### src/rtl/cff_pkg.sv
package cff_pkg;
  localparam int PIX_W = 8;
  localparam int TOP_B = PIX_W - 1;
  localparam int FILL_B = PIX_W - 2;
  typedef logic [PIX_W-1:0] pix_t;

  // Output colour under the flood rules, given the effective remembered colour
  function automatic pix_t flood_pick(input pix_t p, input pix_t m, input logic zero_rule);
    if (zero_rule) return (p == '0) ? m : p;
    if (p[TOP_B]) return p;
    if (m[FILL_B] && !p[FILL_B]) return m;
    return p;
  endfunction

  // Next remembered colour after an accepted pixel
  function automatic pix_t keep_next(input pix_t p, input pix_t m, input logic zero_rule);
    if (zero_rule) return (p != '0) ? p : m;
    return p[TOP_B] ? p : m;
  endfunction
endpackage

### src/rtl/cff_colour_mem.sv
module cff_colour_mem
  import cff_pkg::*;
(
  input  logic clk,
  input  logic rst_n,
  input  logic accept,
  input  logic line_start,
  input  logic zero_rule,
  input  pix_t pix,
  output pix_t mem_eff
);
  pix_t mem_q;

  assign mem_eff = line_start ? '0 : mem_q;

  always_ff @(posedge clk or negedge rst_n) begin
    if (!rst_n) mem_q <= '0;
    else if (accept) mem_q <= keep_next(pix, mem_eff, zero_rule);
  end
endmodule

### src/rtl/cff_rule.sv
module cff_rule
  import cff_pkg::*;
(
  input  logic flood_en,
  input  logic zero_rule,
  input  pix_t pix,
  input  pix_t mem_eff,
  output pix_t pick
);
  assign pick = flood_en ? flood_pick(pix, mem_eff, zero_rule) : pix;
endmodule

### src/rtl/cff_repeat.sv
module cff_repeat
  import cff_pkg::*;
#(
  parameter int EXP_W = 3
) (
  input  logic             clk,
  input  logic             rst_n,
  input  logic             accept,
  input  pix_t             pix_in,
  input  logic             expand_en,
  input  logic [EXP_W-1:0] expand_cnt,
  output logic             busy,
  output logic             out_valid,
  output pix_t             out_pix
);
  logic [EXP_W-1:0] left_q;
  logic [EXP_W-1:0] extra;

  assign extra = expand_en ? expand_cnt : '0;
  assign busy = (left_q != '0);

  always_ff @(posedge clk or negedge rst_n) begin
    if (!rst_n) begin
      left_q    <= '0;
      out_valid <= 1'b0;
      out_pix   <= '0;
    end else if (accept) begin
      left_q    <= extra;
      out_valid <= 1'b1;
      out_pix   <= pix_in;
    end else if (busy) begin
      left_q <= left_q - 1'b1;
    end else begin
      out_valid <= 1'b0;
    end
  end
endmodule

### src/rtl/chunky_flood_filter.sv
module chunky_flood_filter
  import cff_pkg::*;
#(
  parameter int EXP_W = 3
) (
  input  logic             clk,
  input  logic             rst_n,
  input  logic             in_valid,
  output logic             in_ready,
  input  logic [PIX_W-1:0] in_pix,
  input  logic             in_sol,
  input  logic             flood_en,
  input  logic             rule_sel,
  input  logic             expand_en,
  input  logic [EXP_W-1:0] expand_cnt,
  output logic             out_valid,
  output logic [PIX_W-1:0] out_pix
);
  logic accept;
  logic busy;
  pix_t mem_eff;
  pix_t pick;

  assign in_ready = !busy;
  assign accept = in_valid && in_ready;

  cff_colour_mem u_mem (
    .clk(clk), .rst_n(rst_n), .accept(accept), .line_start(in_sol),
    .zero_rule(rule_sel), .pix(in_pix), .mem_eff(mem_eff)
  );

  cff_rule u_rule (
    .flood_en(flood_en), .zero_rule(rule_sel), .pix(in_pix),
    .mem_eff(mem_eff), .pick(pick)
  );

  cff_repeat #(.EXP_W(EXP_W)) u_rep (
    .clk(clk), .rst_n(rst_n), .accept(accept), .pix_in(pick),
    .expand_en(expand_en), .expand_cnt(expand_cnt), .busy(busy),
    .out_valid(out_valid), .out_pix(out_pix)
  );
endmodule

### config.mk
export PLATFORM = sky130hd
export DESIGN_NAME = chunky_flood_filter
export DESIGN_NICKNAME = d
export VERILOG_FILES = /design/src/rtl/cff_pkg.sv /design/src/rtl/cff_colour_mem.sv /design/src/rtl/cff_rule.sv /design/src/rtl/cff_repeat.sv /design/src/rtl/chunky_flood_filter.sv
export SDC_FILE = /design/constraint.sdc
export NUM_CORES = 1
export LEC_CHECK = 0
export BUFFER_PORTS_ARGS = -buffer_cell sky130_fd_sc_hd__buf_4
export CORE_MARGIN = 2
export CORE_UTILIZATION = 51
export CTS_CLUSTER_DIAMETER = 120
export CTS_CLUSTER_SIZE = 25
export DETAILED_ROUTE_END_ITERATION = 6
export PLACE_DENSITY = 0.85
export SYNTH_ARGS = -nofsm -noshare
export SYNTH_HDL_FRONTEND = slang
export SYNTH_SLANG_ARGS = --single-unit
### constraint.sdc
create_clock -name clk -period 2.01 [get_ports clk]
set_input_delay 0.1005 -clock clk [delete_from_list [all_inputs] [get_ports clk]]
set_output_delay 0.1005 -clock clk [all_outputs]
set_load 0.01 [all_outputs]
## Word-level counts from Yosys, hierarchy flattened

Index checks and enable logic that the tools add are counted.

- Flip-flop bits (word level): 20
- Input port bits: 18
- Output and inout bits: 10
- Logic and storage cells: 39

- $add $sub $neg: 1
- Equal/unequal tests: 1
- Mux-type cells: 25
- Reductions and logical operators: 8

Operators with widths:

| kind | number |
|---|---|
| 8-bit two-way mux | 13 |
| 1-bit two-way mux | 9 |
| 3-bit two-way mux | 3 |
| 8-bit zero test | 1 |
| 8-bit nonzero test | 1 |
| 3-bit nonzero test | 1 |
| 3-bit by 1-bit subtractor with 3-bit output, second input constant | 1 |
| 1-bit logical AND | 2 |
| 1-bit zero test | 2 |
| 2-bit != test, second input constant | 1 |
| 2-bit nonzero test | 1 |

## Longest topological paths before layout

Gate-level depths: netlist of run 1.

- Word-level depth: 9
- Depth in mapped cells: 7

## Hierarchy

A second synthesis of run 1 with hierarchy kept.

- Cell total of the unflattened synthesis: 140
- Area, all modules: 1,392.6 um2

Modules (own cells, without submodules):

| module | times used | cells each | area each (um2) |
|---|---|---|---|
| cff_repeat | 1 | 41 | 554.3 |
| cff_colour_mem | 1 | 57 | 514.2 |
| cff_rule | 1 | 40 | 314.1 |
| chunky_flood_filter | 1 | 2 | 10.0 |

## Worst setup path after synthesis of run 1

OpenSTA, ideal clock, no wires.

- Path type: reg2reg
- From: register u_rep.left_q[0]
- To: register u_rep.out_pix[7]
- Library setup time: 140 ps
- Arrival time: 1,496 ps
- Required time: 1,870 ps
- Setup slack: 374 ps
- Cell stages (with the launch flop): 7
- Path buffers: 0
- Cell sequence: dfrtp_1 inv_1 ha_1 and3b_1 nand2_1 a2111oi_0 a211oi_1

- Longest elaborated chain between the ends: 3

RTL lines:

| what | line | text |
|---|---|---|
| start: declaration | cff_repeat.sv:16 | `logic [EXP_W-1:0] left_q;` |
| start signal: assignment | cff_repeat.sv:28 | `left_q <= extra;` |
| start signal: assignment | cff_repeat.sv:32 | `left_q <= left_q - 1'b1;` |
| 3-bit nonzero test | cff_repeat.sv:20 | `assign busy = (left_q != '0);` |
| 1-bit zero test | chunky_flood_filter.sv:24 | `assign in_ready = !busy;` |
| 1-bit logical AND | chunky_flood_filter.sv:25 | `assign accept = in_valid && in_ready;` |
| end signal: assignment | cff_repeat.sv:30 | `out_pix <= pix_in;` |
| end: declaration | cff_repeat.sv:14 | `output pix_t out_pix` |

Every way passes these cells.
A chain may end at the register's enable or synchronous reset.

## Worst setup path in the final report of run 1

Ends and elaborated chain as after synthesis.

==> results of run 1 <==
==> where the power goes <==
part           switching [mW]  internal, mW
registers               0.113         0.601
logic                   0.333         0.342
clock network           0.118         0.110
==> layer usage <==
| metal | vias up | global-route usage, % |
|---|---|---|
| met5 | - | 0 |
| met4 | 0 | 9.722 |
| met3 | 6 | 4.242 |
| met2 | 41 | 36.00 |
| met1 | 484 | 29.19 |
| li1 | 481 | - |
==> per-stage QoR <==
step	hold WS, ps	instances
detailed placement	-8.571	166
CTS	44.24	171
global route	40.57	171
floorplan	-195.1	112
global placement	-10.72	166
finish	44.04	171
==> Yosys cell counts <==
| cell | count | area, um^2 |
|---|---|---|
| a2111oi_0 | 1 | 8.760 |
| a211oi_1 | 1 | 7.510 |
| a21oi_1 | 15 | 75.07 |
| a22o_1 | 6 | 52.55 |
| and2_0 | 1 | 6.260 |
| and3b_1 | 1 | 8.760 |
| clkbuf_1 | 2 | 7.510 |
| dfrtp_1 | 20 | 500.5 |
| ha_1 | 2 | 25.02 |
| inv_1 | 5 | 18.77 |
| mux2i_1 | 1 | 10.01 |
| nand2_1 | 6 | 22.52 |
| nand2b_1 | 4 | 25.02 |
| nand3_1 | 2 | 10.01 |
| nand3b_1 | 1 | 7.510 |
| nand4_1 | 2 | 12.51 |
| nor2_1 | 8 | 30.03 |
| nor3_1 | 1 | 5.000 |
| nor3b_1 | 1 | 7.510 |
| nor4_2 | 1 | 12.51 |
| o211a_1 | 1 | 10.01 |
| o21ai_0 | 15 | 75.07 |
| o21ai_1 | 1 | 5.000 |
| o21ai_4 | 1 | 16.27 |
| o22ai_1 | 1 | 6.260 |
| o311a_1 | 1 | 10.01 |
| o31a_1 | 1 | 8.760 |
| o31ai_1 | 1 | 7.510 |
| or2_2 | 1 | 6.260 |
| or3_1 | 5 | 31.28 |
| or4_1 | 1 | 7.510 |
| or4_4 | 1 | 11.26 |
| or4b_1 | 1 | 10.01 |
==> worst min path at each step <==
stage	startpoint	endpoint	slack [ps]	cells after the start
CTS	in_pix[7]	u_mem.mem_q[7]	40	3
global route	in_pix[4]	u_mem.mem_q[4]	40	2
global placement	rst_n	u_rep.out_pix[7]	-10	1
detailed placement	rst_n	u_mem.mem_q[7]	-9	1
floorplan	rst_n	u_mem.mem_q[0]	-200	0
finish	in_pix[7]	u_mem.mem_q[7]	40	3
==> registers in the layout, indices dropped and copies added, names as in the netlist <==
register and flops:
u_mem.mem_q 8, u_rep.left_q 3, u_rep.out_pix 8, u_rep.out_valid 1
==> cell families after synthesis <==
kind of cell,count (synthesis)
buffers and inverters,7
and+or+nand+nor,37
AOI/OAI and AO/OA,45
DFF,20
muxes,1
adders and majority gates,2
==> cell type report <==
type / count / area (um^2) / share of cell area, %
multi-input combinational: 85 / 531.8 / 39.42
sequential: 20 / 500.5 / 37.11
timing repair buffer: 30 / 227.7 / 16.88
clock buffer: 4 / 36.28 / 2.690
tap: 27 / 33.78 / 2.505
inverter: 5 / 18.77 / 1.391
==> placed cells by master (no fill, tap or decap) <==
cell type,instances
or4b_1,1
nor2_1,8
a22o_1,6
a2111oi_0,1
nand3b_1,1
nand2_1,6
ha_1,2
dfrtp_1,20
or3_1,5
or2_2,1
o31a_1,1
clkbuf_4,3
inv_1,5
nor3b_1,1
o211a_1,1
dlygate4sd3_1,1
nand4_1,2
o21ai_4,1
o21ai_1,1
o21ai_0,15
clkbuf_8,1
nor4_2,1
and3b_1,1
o31ai_1,1
and2_0,1
nand3_1,2
o311a_1,1
mux2i_1,1
a211oi_1,1
buf_4,29
o22ai_1,1
or4_4,1
a21oi_1,15
or4_1,1
nand2b_1,4
nor3_1,1
==> critical path, stage by stage, from the launching register on <==
cell	delay (ps)
dfrtp_1	400
inv_1	90
ha_1	230
and3b_1	200
nand2_1	160
a2111oi_0	450
a211oi_1	90
==> repair_timing <==
| item | in CTS | in global routing |
|---|---|---|
| hold buffers | 1 | 0 |
| resized for setup | 0 | 0 |
| endpoints found under the hold margin | 20 | 0 |
==> metrics.txt, run 1 <==
placement-stage worst setup slack=292.9 ps; met2 routed WL=1200 um; clk slew on worst S/H paths=110 ps; Slew @ Worst Pin=466.3 ps; post-route cell area=1349 um^2; Compound-Gate Fraction of Synth Area=26.71%; antenna cells=0; PD cells=1199 nW/um^2; R2R cell count=6; top sig layer=met4; number of DRC markers in iteration 0=54; worst vdd ir=0.7495 mV; post-layout util=68.75%; clk sink count=20; die area=between 2000 and 2500 um^2; Worst EP arrival=1910 ps; Seq/Total Area, Yosys=47.28%; Critical R2R Launch=u_rep.left_q[0]; Filler cells=165; met3 WL post-DR=157 um; vias in the first global route=around 980; setup ws final=275.1 ps; max_slew headroom=68.66%; core area=1962 um^2; largest family of logic cells by synthesized area=compound AO/OA/AOI/OAI gates; mux contribution to synthesized area=less than 1%; Tot Pwr=1.617 mW; Setup crit end kind=register; Std-Cell Rows=16; Yosys reg bits=20; Vias/cell=5.918; post-route clock period utilization=86.31%; Post-CTS Setup Bufs=0; status=finished clean; min Tclk post-route=around 1700 ps; CP Data Required Time=roughly 2200 ps; HP Class=in -> reg; Starting Density=53.95%; clock latency on the worst-skew pair=300 ps; CTS tree=built; final setup vio count=0; crit path kind=reg -> reg; final slew viol count=0; gpl congestion=0.8859; die width=49.56 um; HPWL after DPL=1908 um; post-synthesis adder-cell area fraction=under 10%; initial antenna violation count=0; num ports=28; terminus of the critical flop-to-flop path=u_rep.out_pix[7]; largest net degree at the start of global routing=21; IO Port Bufs=27; Synth Cell Area=1059 um^2; beginning of the critical path=u_rep.left_q[0]; Routed wire per std cell=14.74 um; RSZ-0062 raised after global routing=false; Startpoint Class=register; simple-gate portion of the synthesized area=20.21%; Root Buffer=clkbuf_4; met1 wire length=1136 um; CP Max Fanout=7; DR vias=1012; Synth Area in XOR/XNOR=0%; share of layout cells above drive strength 1=between 20% and 30%; leakage=roughly 0.61 nW; fmax=0.5764 GHz; number of H-tree branching levels=1; # Max-Cap Violations=0; Clock Tree Buf Depth=2; FF-to-FF setup slack=280 ps; DRT Pass-1 Iters=4; DRC viols=0; Setup Skew=4.302 ps; antenna-violating nets left=0; drt total wl=2521 um; aggregate global routing overflow=0; TNS Setup=0 ps; yosys warns=0; final hold vios=0; Gate Count Post-Synth=112; Overall Global Routing Usage=22.33%; global-route wire length before repair=4278 um; Area Growth Syn to Fin=27.42%; CP endpoint=u_rep.out_pix[7]; syn avg cell area=9.451 um^2; placed cell area=1303 um^2; syn nets=132; number of distinct library cells after synthesis=33; total CTS buffers=3; Nets=165; Die Height=between 40 and 50 um
(Power assumes the default switching activity.)
==> run 2: changes to the inputs <==
==> constraint.sdc (replaced) <==
create_clock -name clk -period 2.01 [get_ports clk]
set_input_delay 0.5025 -clock clk [delete_from_list [all_inputs] [get_ports clk]]
set_output_delay 0.5025 -clock clk [all_outputs]
set_load 0.01 [all_outputs]
==> run 2 against run 1 <==
Wire length up 4.6%. Clock skew fell by 1.2 ps. Final cell count unchanged. Register-to-register slack got worse by 20 ps. Total power up 0.12%. Clock-buffer cell count unchanged. Sequential cell count did not move. Critical path depth fell by 1.
==> metrics.txt, run 2 (same netlist as run 1, synthesis figures left out) <==
Clk pwr share=14.4%; CP most frequent cell=inv_1; Clock Tree Buf Depth=2; global-route wire length before repair=4381 um; gpl congestion=0.9093; DR vias=1004; Std-Cell Rows=16; core area=1962 um^2; number of H-tree branching levels=1; max_slew headroom=around three quarters; status=finished clean; placed cell area=1310 um^2; Startpoint Class=register; Critical R2R Launch=u_rep.left_q[0]; Routed wire per std cell=15.42 um; antenna-violating nets left=0; Nets=165; clk slew on worst S/H paths=110 ps; IO Port Bufs=27; cells along the critical path=inv_1 -> ha_2 -> nand2b_1 -> inv_1 -> buf_4; CTS tree=built; Placed Cells=167; most frequent cells in the layout=buf_4, dfrtp_1, o21ai_0, a21oi_1, nor2_1; terminus of the critical flop-to-flop path=u_rep.out_pix[7]; Worst EP arrival=roughly 1400 ps; share of layout cells above drive strength 1=a little over a quarter; crit path kind=reg -> out; Root Buffer=clkbuf_4; clk sink count=20; final setup vio count=0; CP Data Required Time=1510 ps; fin cells=171; Int Pwr=1.054 mW; Psw=0.5644 mW; commonest non-fill, non-tap cell in the layout=buf_4; R2R cell count=6; HPWL after DPL=1906 um; die width=49.56 um; die area=2456 um^2; Post-CTS Setup Bufs=0; aggregate global routing overflow=0; FF-to-FF setup slack=between 200 and 300 ps; drt total wl=2636 um; RSZ-0062 raised after global routing=false; setup ws final=131.3 ps; DRC viols=0; Area Growth Syn to Fin=27.42%; number of DRC markers in iteration 0=30; final hold vios=0; Setup Skew=3.093 ps; worst vdd ir=0.8403 mV; Die Height=49.56 um; leakage=around 0.61 nW; min Tclk post-route=1879 ps; Sw Share=a little over a third; initial antenna violation count=0; CP Max Fanout=5; final hold slack=60.55 ps; fmax=0.5323 GHz; Slew @ Worst Pin=358.7 ps; DRT Pass-1 Iters=4; PD cells=1200 nW/um^2; Starting Density=53.95%; post-route clock period utilization=about 93%; clock latency on the worst-skew pair=300 ps; vias in the first global route=just over 1000; Flop pwr share=between 40% and 50%; Tot Pwr=1.619 mW; placement-stage worst setup slack=13.24 ps; combinational power share=about two fifths; TNS Setup=0 ps; Slowest cell on crit path=dfrtp_1; # Max-Cap Violations=0; antenna cells=0; post-layout util=68.75%; largest net degree at the start of global routing=21; final slew viol count=0; Vias/cell=5.871; Overall Global Routing Usage=22.62%; top flop regs=u_mem.mem_q (8), u_rep.out_pix (8), u_rep.left_q (3); Largest stage delay, worst path=390 ps; Setup crit end kind=output port; HP Class=in -> async; num ports=28; post-route cell area=roughly 1300 um^2; total CTS buffers=3
-- run 2: metal layers --
metal	share of wire, %	wire (um)	track usage, %	vias to the layer above
met2	49	1281	36.44	39
met1	45	1186	31.04	477
met5	0	0	0	-
met3	5.4	143	3.030	4
li1	-	-	-	484
met4	0.91	24	8.333	0
-- run 2: worst max path at each step --
stage | startpoint | endpoint | slack (ps) | depth (start not counted)
2_1_floorplan | in_pix[2] | u_mem.mem_q[0] | 260 | 4
3_3_place_gp | in_pix[3] | u_mem.mem_q[4] | 80 | 5
6_report | u_rep.left_q[0] | in_ready | 130 | 5
5_1_grt | u_rep.left_q[0] | in_ready | 10 | 5
3_5_place_dp | in_pix[3] | u_mem.mem_q[3] | 10 | 5
4_1_cts | u_rep.left_q[0] | in_ready | 100 | 5
-- run 2: power by group through the flow --
stage | clock [mW] | sequential [mW] | combinational (mW)
after floorplan | 0 | 0.737 | 0.350
after global placement | 0 | 0.710 | 0.647
after detailed placement | 0 | 0.714 | 0.671
after CTS | 0.237 | 0.711 | 0.671
after global routing | 0.252 | 0.738 | 0.749
final | 0.232 | 0.717 | 0.670
-- run 2: critical path: cells and delay by family, from the launching register on --
kind,cells,cell delay (ps)
DFF,1,390
adders and majority gates,1,220
and+or+nand+nor,1,140
buffers and inverters,3,330
-- run 2: area by class of cell --
type / count / area [um^2]
repair buffers: 30 / 225.2
multi-input cells: 85 / 534.3
clock buffers: 4 / 36.28
well taps: 27 / 33.78
inverters: 5 / 18.77
fillers: 162 / 613.1
flip-flops and latches: 20 / 500.5
-- run 2: timing repair --
action,in CTS,in global routing
resized for setup,0,1
endpoints found under the hold margin,0,0
hold buffers,0,0
endpoints found under the setup margin,0,1
